--- src/rtl/ipchk_pkg.sv ---
package ipchk_pkg;
  localparam int unsigned LEN_W   = 16;
  localparam int unsigned CNT_W   = LEN_W + 1;
  localparam int unsigned V4_HDR  = 20;
  localparam int unsigned V6_HDR  = 40;
  localparam int unsigned UDP_HDR = 8;
  localparam int unsigned TCP_HDR = 20;

  localparam logic [7:0] PROTO_TCP = 8'd6;
  localparam logic [7:0] PROTO_UDP = 8'd17;
  localparam logic [7:0] NH_FRAG   = 8'd44;

  // network-layer codes
  localparam logic [7:0] NX_VERSION = 8'd1;
  localparam logic [7:0] NX_CSUM    = 8'd2;
  localparam logic [7:0] NX_HDR_CUT = 8'd3;
  localparam logic [7:0] NX_LEN_CUT = 8'd4;
  localparam logic [7:0] NX_HOP0    = 8'd5;
  localparam logic [7:0] NX_OPTS    = 8'd6;
  // transport codes
  localparam logic [7:0] TX_SHORT   = 8'd1;
  localparam logic [7:0] TX_ULEN    = 8'd3;
  localparam logic [7:0] TX_PORT0   = 8'd4;
  localparam logic [7:0] TX_FIN1    = 8'd8;
  localparam logic [7:0] TX_NOFLAG  = 8'd9;
  localparam logic [7:0] TX_FINRST  = 8'd10;
  localparam logic [7:0] TX_SYNURG  = 8'd11;
  localparam logic [7:0] TX_SYNRST  = 8'd12;
  localparam logic [7:0] TX_SYNFIN  = 8'd13;

  typedef struct packed {
    logic [3:0]       ver;
    logic [3:0]       ihl;
    logic [LEN_W-1:0] len16;
    logic             mf;
    logic [12:0]      frag_off;
    logic [7:0]       hop;
    logic [7:0]       proto;
    logic [LEN_W-1:0] sport;
    logic [LEN_W-1:0] dport;
    logic [LEN_W-1:0] ulen;
    logic [5:0]       tflags;
  } hdr_fields_t;
endpackage

--- src/rtl/ipchk_parse.sv ---
module ipchk_parse
  import ipchk_pkg::*;
(
  input  logic             clk_i,
  input  logic             rst_ni,
  input  logic             beat_i,
  input  logic             last_i,
  input  logic [7:0]       byte_i,
  input  logic             pkt_err_i,
  output logic             first_o,
  output logic [CNT_W-1:0] idx_o,
  output logic [CNT_W-1:0] cnt_o,
  output hdr_fields_t      fld_o,
  output logic             rx_err_o,
  output logic             done_o
);
  logic             in_pkt_q, rx_q, done_q;
  logic [CNT_W-1:0] cnt_q, l4_base, rel;
  hdr_fields_t      fld_q;
  logic             is4, is6, l4_zone;

  assign first_o = !in_pkt_q;
  assign idx_o   = in_pkt_q ? cnt_q : '0;
  assign is4     = fld_q.ver == 4'd4;
  assign is6     = fld_q.ver == 4'd6;
  assign l4_base = is6 ? CNT_W'(V6_HDR) : CNT_W'({fld_q.ihl, 2'b00});
  assign rel     = idx_o - l4_base;
  assign l4_zone = in_pkt_q && (idx_o >= l4_base);

  always_ff @(posedge clk_i or negedge rst_ni) begin
    if (!rst_ni) begin
      in_pkt_q <= 1'b0;
      cnt_q    <= '0;
      rx_q     <= 1'b0;
      done_q   <= 1'b0;
      fld_q    <= '0;
    end else begin
      done_q <= beat_i && last_i;
      if (beat_i) begin
        in_pkt_q <= !last_i;
        cnt_q    <= (&idx_o) ? idx_o : idx_o + 1'b1;
        if (last_i) rx_q <= pkt_err_i;
        if (first_o) begin
          fld_q.ver <= byte_i[7:4];
          fld_q.ihl <= byte_i[3:0];
        end
        if (!first_o && is4) begin
          case (idx_o)
            CNT_W'(2): fld_q.len16[15:8] <= byte_i;
            CNT_W'(3): fld_q.len16[7:0]  <= byte_i;
            CNT_W'(6): begin
              fld_q.mf             <= byte_i[5];
              fld_q.frag_off[12:8] <= byte_i[4:0];
            end
            CNT_W'(7): fld_q.frag_off[7:0] <= byte_i;
            CNT_W'(8): fld_q.hop   <= byte_i;
            CNT_W'(9): fld_q.proto <= byte_i;
            default: ;
          endcase
        end
        if (!first_o && is6) begin
          case (idx_o)
            CNT_W'(4): fld_q.len16[15:8] <= byte_i;
            CNT_W'(5): fld_q.len16[7:0]  <= byte_i;
            CNT_W'(6): begin
              fld_q.proto <= byte_i;
              fld_q.mf    <= 1'b0;
              fld_q.frag_off <= '0;
            end
            CNT_W'(7): fld_q.hop <= byte_i;
            default: ;
          endcase
        end
        if (l4_zone) begin
          case (rel)
            CNT_W'(0):  fld_q.sport[15:8] <= byte_i;
            CNT_W'(1):  fld_q.sport[7:0]  <= byte_i;
            CNT_W'(2):  fld_q.dport[15:8] <= byte_i;
            CNT_W'(3):  fld_q.dport[7:0]  <= byte_i;
            CNT_W'(4):  fld_q.ulen[15:8]  <= byte_i;
            CNT_W'(5):  fld_q.ulen[7:0]   <= byte_i;
            CNT_W'(13): fld_q.tflags      <= byte_i[5:0];
            default: ;
          endcase
        end
      end
    end
  end

  assign cnt_o    = cnt_q;
  assign fld_o    = fld_q;
  assign rx_err_o = rx_q;
  assign done_o   = done_q;

  assert_idx_step_R1: assert property (@(posedge clk_i) disable iff (!rst_ni)
    (beat_i && !last_i && !(&idx_o)) |=> (idx_o == $past(idx_o) + 1'b1));
  assert_restart_R1: assert property (@(posedge clk_i) disable iff (!rst_ni)
    (beat_i && last_i) |=> first_o);
endmodule

--- config.mk ---
export PLATFORM = sky130hd
export DESIGN_NAME = ipchk_parse
export DESIGN_NICKNAME = d
export VERILOG_FILES = /design/src/rtl/ipchk_pkg.sv /design/src/rtl/ipchk_parse.sv
export SDC_FILE = /design/constraint.sdc
export NUM_CORES = 1
export LEC_CHECK = 0
export BUFFER_PORTS_ARGS = -buffer_cell sky130_fd_sc_hd__buf_4
export CORE_MARGIN = 3
export CORE_UTILIZATION = 45
export CTS_BUF_LIST = sky130_fd_sc_hd__clkbuf_8
export CTS_CLUSTER_SIZE = 30
export DETAILED_ROUTE_END_ITERATION = 7
export PLACE_DENSITY = 0.7
export REMOVE_ABC_BUFFERS = 1
export SKIP_LAST_GASP = 1
export SLEW_MARGIN = 20
export SYNTH_ARGS = -nofsm -noshare
export SYNTH_HDL_FRONTEND = slang
export SYNTH_SLANG_ARGS = --single-unit
--- constraint.sdc ---
create_clock -name clk_i -period 5 [get_ports clk_i]
set_clock_uncertainty 0.2 [all_clocks]
set_input_delay 0.5 -clock clk_i [delete_from_list [all_inputs] [get_ports clk_i]]
set_output_delay 0.5 -clock clk_i [all_outputs]
set_load 0.1 [all_outputs]
## Word level (Yosys, flattened, before mapping)

Cells that the tools add are included.

- Flip-flop bits (word level): 128
- Input bits: 13
- Output and inout bits: 145
- Logic and storage cells: 71

- $add $sub $neg: 2
- Order comparisons: 1
- Eq/ne operators: 16
- Multiplexer cells: 16
- Bitwise logic cells: 1
- Reductions and logical operators: 17

Operators with widths:

| kind | count |
|---|---|
| equality test 17 x 3 -> 1 bit (second input constant) | 6 |
| two-way mux 46 bit | 2 |
| two-way mux 8 bit | 9 |
| equality test 17 x 2 -> 1 bit (second input constant) | 4 |
| equality test 17 x 4 -> 1 bit (second input constant) | 3 |
| two-way mux 17 bit | 2 |
| AND reduction 3 bit | 7 |
| adder 17 x 1 -> 17 bit (second input constant) | 1 |
| equality test 17 x 1 -> 1 bit (second input constant) | 1 |
| >= comparator 17 x 6 -> 1 bit | 1 |
| zero test 17 bit | 1 |
| AND reduction 17 bit | 1 |
| subtractor 17 x 6 -> 17 bit | 1 |
| two-way mux 14 bit | 1 |
| two-way mux 6 bit | 2 |
| equality test 4 x 3 -> 1 bit (second input constant) | 2 |
| logical AND 1 bit | 4 |
| AND reduction 2 bit | 2 |
| zero test 1 bit | 2 |
| NOT 1 bit | 1 |

## Logic depth before layout (Yosys ltp)

- Depth in word-level cells: 6
- Depth in mapped cells: 13
- Mapped depth without buffers: 12

## Worst setup path after synthesis

Ideal clock, no wire load.

- Path kind: reg2reg
- Start point: reg cnt_q[3], in the netlist cnt_o[3]
- End point: reg fld_q, in the netlist fld_o[30]
- Library setup time: 125 ps
- Data arrival time: 4,035 ps
- Required time: 4,675 ps
- Setup slack: 639 ps
- Stages on the path, launching flop included: 12
- Path buffers: 1
- Period minus slack after synthesis: 4,361 ps
- Cell sequence: dfrtp_1 > nand2_1 > inv_1 > ha_1 > nor2b_1 > o211a_1 > o31ai_2 > nand4_1 > and4bb_1 > buf_6 > nand4_4 > mux2_4

- Cells in the longest elaborated chain, start to end: 4
- Elaborated cells on any way between the ends: 6
- Those cells by class: add/sub: 1; order compare: 1; eq/ne: 1; mux: 1; reduce/logical: 2

RTL lines:

| element | RTL line | source |
|---|---|---|
| from (decl) | ipchk_parse.sv:18 | `logic [CNT_W-1:0] cnt_q, l4_base, rel;` |
| from (signal assigned) | ipchk_parse.sv:41 | `cnt_q <= (&idx_o) ? idx_o : idx_o + 1'b1;` |
| two-way mux 17 bit (*) | ipchk_parse.sv:23 | `assign idx_o = in_pkt_q ? cnt_q : '0;` |
| named net idx_o[3] | ipchk_parse.sv:11 | `output logic [CNT_W-1:0] idx_o,` |
| subtractor 17 x 6 -> 17 bit or >= comparator 17 x 6 -> 1 bit (tied branches) | ipchk_parse.sv:27, ipchk_parse.sv:28 |  |
| equality test 17 x 2 -> 1 bit or logical AND 1 bit (tied branches) | ipchk_parse.sv:75, ipchk_parse.sv:28 |  |
| AND reduction 3 bit (no source line) (*) | - |  |
| to (decl) | ipchk_parse.sv:19 | `hdr_fields_t fld_q;` |

Mark *: on every way through the listed nets, which the timed path passes. The rest lies on a longest branch.
A chain may end at the register's enable or synchronous reset.

## Worst setup path after layout

- Start point: reg fld_q, in the netlist fld_o[104]
- End point: reg fld_q, in the netlist fld_o[17]

- Cells in the longest elaborated chain, start to end: 5
- Elaborated cells on any way between the ends: 7
- Those cells by class: add/sub: 1; order compare: 1; eq/ne: 2; mux: 1; reduce/logical: 2

RTL lines:

| element | RTL line | source |
|---|---|---|
| equality test 4 x 3 -> 1 bit (*) | ipchk_parse.sv:25 | `assign is6 = fld_q.ver == 4'd6;` |
| two-way mux 6 bit (*) | ipchk_parse.sv:26 | `assign l4_base = is6 ? CNT_W'(V6_HDR) : CNT_W'({fld_q.ihl, 2'b00});` |
| subtractor 17 x 6 -> 17 bit or >= comparator 17 x 6 -> 1 bit (tied branches) | ipchk_parse.sv:27, ipchk_parse.sv:28 |  |
| equality test 17 x 3 -> 1 bit or logical AND 1 bit (tied branches) | ipchk_parse.sv:75, ipchk_parse.sv:28 |  |
| AND reduction 3 bit (no source line) (*) | - |  |

Every way passes the cells marked *; elsewhere a longest branch is shown, timed or not.

==> key figures <==
Final layout
  • Most common cell after layout, fill and taps aside: buf_4
  • Multi-input gate area: 0.00256 mm2
  • Fin util: 0.605
  • Nets: 631
  • Most frequent cells in the layout: buf_4 (160), dfrtp_1 (128), mux2_2 (57)
  • Finished Cell Area: 0.00770 mm2
  • P&R area growth vs syn: 30.1%
  • N_diodes: 0
  • Filler instances: 1016
  • Ratio of cells with drive above 1 in the final layout: 0.468
  • Sequential Area: 0.00320 mm2

Setup path
  • Worst Path Arrival: 4380 ps
  • WP data required: 5110 ps
  • CP top delay family: simple AND/OR/NAND/NOR gates
  • Crit Path Category: flip-flop to flip-flop
  • Max Fanout on Critical Path: 8
  • Crit-path max cell delay: 750 ps
  • Worst Setup End Kind: flip-flop
  • CP Buf/Inv Count: 0
  • Startpoint types: flip-flop
  • Crit path max-delay cell type: and4bb_1
  • Cells along the critical path: nor3b_1 > nand2_1 > and2_1 > ha_1 > fa_1 > nand2b_1 > o31ai_1 > a21o_1 > nand4_1 > and4bb_1 > nand4_4 > mux2_4

Clocking
  • Clock sinks: 128
  • Max clock buf depth: 2
  • Root Buffer: clkbuf_8
  • TritonCTS clock tree: yes
  • Hold Buf Count CTS: 1
  • Setup bufs post-CTS: 0
  • Clock Latency Late Sink: 420 ps
  • CTS resizes: 0
  • Clock-pin slew on the worst setup and hold paths: 70 ps
  • CTS Buf Count: 17
  • Htree depth: 4

Route
  • Post-DR wirelength/cell: 19.3 um
  • Remaining DRCs: 0
  • Initial DRC Count: 210
  • DR pass1 iterations: 5
  • Via count: 4159
  • Routed wire length: 15300 um
  • Via density: 5.24
  • Post-DRT Antenna Nets: 0

Power and ir drop
  • Switching share of total power: 0.406
  • Pwr Total: 3300 uW
  • Power Internal: 1960 uW
  • Switching power total: 1340 uW
  • Clock Power Share: 0.309
  • Seq pwr share: 0.358
  • Combinational Power Share: 0.333
  • Power Density: 428 mW/mm2
  • Leak pwr: 0.00411 uW
  • Peak supply drop: 320 uV

Yosys
  • Post-synthesis xor/xnor area fraction: 0.0222
  • Yosys top cell by area: dfrtp_1
  • Synth warn: 0
  • Adder-Cell Fraction of Synth Area: 0.0203
  • Proportion of netlist area held by the largest area contributor: 0.541
  • Synth Area in Compound Gates: 0.0550
  • Synth Register Bits: 128
  • Main combinational cell family by area after synthesis: multiplexers
  • Post-synth cell types: 56
  • Syn Inst Count: 447
  • Seq/Total Area, Yosys: 0.541
  • Syn Area/Cell: 13.2 um2
  • Synth Area in Simple Gates: 0.135
  • Synth Cell Area: 0.00592 mm2
  • Synth area leaders: dfrtp_1 (54%), mux2_2 (11%), mux2_4 (6.1%)
  • Mux contribution to synthesized area: 0.200

STA
  • Rel. slew slack: 0.395
  • Setup-failing EPs final: 0
  • RSZ-0062 raised after global routing: no
  • Worst Tran Pin Value: 905 ps
  • Final hold violation count: 0
  • Final worst slack: 729 ps
  • Max-slew violations: 0
  • FMAX: 0.234 GHz
  • Minimum clock period: 4270 ps
  • Final setup TNS: 0 ps
  • Tcrit/Tclk final: 0.854

Global routing
  • M1 GR Usage: 0.273
  • Largest net degree at the start of global routing: 50
  • Initial antenna violation count: 0
  • Most Crowded Layer GR: met2
  • Gr ovfl total: 0
  • M2 GR Usage: 0.353
  • Vias in the first global route: 4273
  • Total track usage: 0.214
  • Grt met3 use: 0.0538
  • First-pass GRT wire length: 24000 um

Run status
  • Outcome: finished clean

Floorplanning
  • Die width: 121 um
  • CORE AREA: 0.0127 mm2
  • Initial Util: 0.465
  • Rows: 41
  • I/O Pins: 158
  • Die height: 121 um
  • Die Area: 0.0146 mm2

Flow run
  • MaxCap Viol Count: 0

Place
  • Post-Place Cell Area: 0.00723 mm2
  • Post-DP HPWL: 11200 um
  • Worst slack, placed: 772 ps
  • Port buffer count: 157
  • Routability cong.: 0.878

Worst hold path
  • Worst hold path class: input pin to flip-flop
## cell usage after synthesis, drive strengths merged
cell type	instances
a21o	2
a21oi	6
a22o	14
a22oi	3
a31oi	1
and2	13
and3	4
and4	2
and4bb	1
buf	9
clkbuf	7
clkinv	1
dfrtp	128
dlygate4sd1	2
fa	1
ha	8
inv	12
mux2	96
mux2i	1
nand2	40
nand2b	3
nand3	7
nand3b	2
nand4	13
nand4b	2
nor2	17
nor2b	3
nor3	10
nor3b	1
nor4	4
o211a	2
o211ai	3
o21ai	5
o221ai	1
o22ai	1
o31ai	4
or2	1
or3	1
or4b	1
xnor2	6
xor2	9
## power by group through the flow
stage	Sequential [uW]	Clock (uW)	Combinational [uW]
after detailed placement	1200	0	1100
final	1180	1020	1100
after global placement	1200	0	1100
after CTS	1180	1040	1110
after floorplan	1760	0	269
after global routing	1190	1090	1140
## flip-flops by register name (all words and copies together) (netlist names)
name and cells:
in_pkt_q 1, fld_o 108, done_o 1, rx_err_o 1
cnt_o 17
## layer usage
| metal | part of all wire | up-vias |
|---|---|---|
| li1 | - | 1923 |
| met1 | 0.42 | 2067 |
| met2 | 0.50 | 146 |
| met3 | 0.059 | 23 |
| met4 | 0.021 | 0 |
| met5 | 0 | - |
## per-stage QoR
| stage | cells | hold WS [ps] |
|---|---|---|
| after floorplan | 429 | 4.41 |
| after global placement | 761 | 278 |
| after detailed placement | 761 | 284 |
| after CTS | 794 | 81.5 |
| after global routing | 794 | 94.0 |
| final | 794 | 113 |
## final timing paths
check                           start    endpoint  slack [ps]  depth (start not counted)
max                        fld_o[104]   fld_o[17]         730                         12
min                         pkt_err_i    rx_err_o         110                          2
max reg2reg                fld_o[104]   fld_o[17]         730                         12
min reg2reg                  fld_o[1]    fld_o[1]         300                          1
max in group asynchronous      rst_ni  fld_o[101]        3150                          3
min in group asynchronous      rst_ni   fld_o[14]         450                          2
## kinds of logic (layout without fill, tap and decap cells)
group | count (synthesis) | after routing
DFF | 128 | 128
and+or+nand+nor | 125 | 125
muxes | 97 | 97
AOI/OAI and AO/OA | 42 | 42
buffers and inverters | 31 | 206
xor gates and xnor gates | 15 | 15
adders and majority gates | 9 | 9
## area by class of cell
cell class / instances / share of cell area
Sequential cell: 128 / 0.416
Tap cell: 172 / 0.0280
Clock buffer: 18 / 0.0322
Timing Repair Buffer: 161 / 0.157
Clock inverter: 14 / 0.0276
Multi-Input combinational cell: 288 / 0.332
Inverter: 13 / 0.00634
No activity file was read; power rests on OpenSTA's default activity.
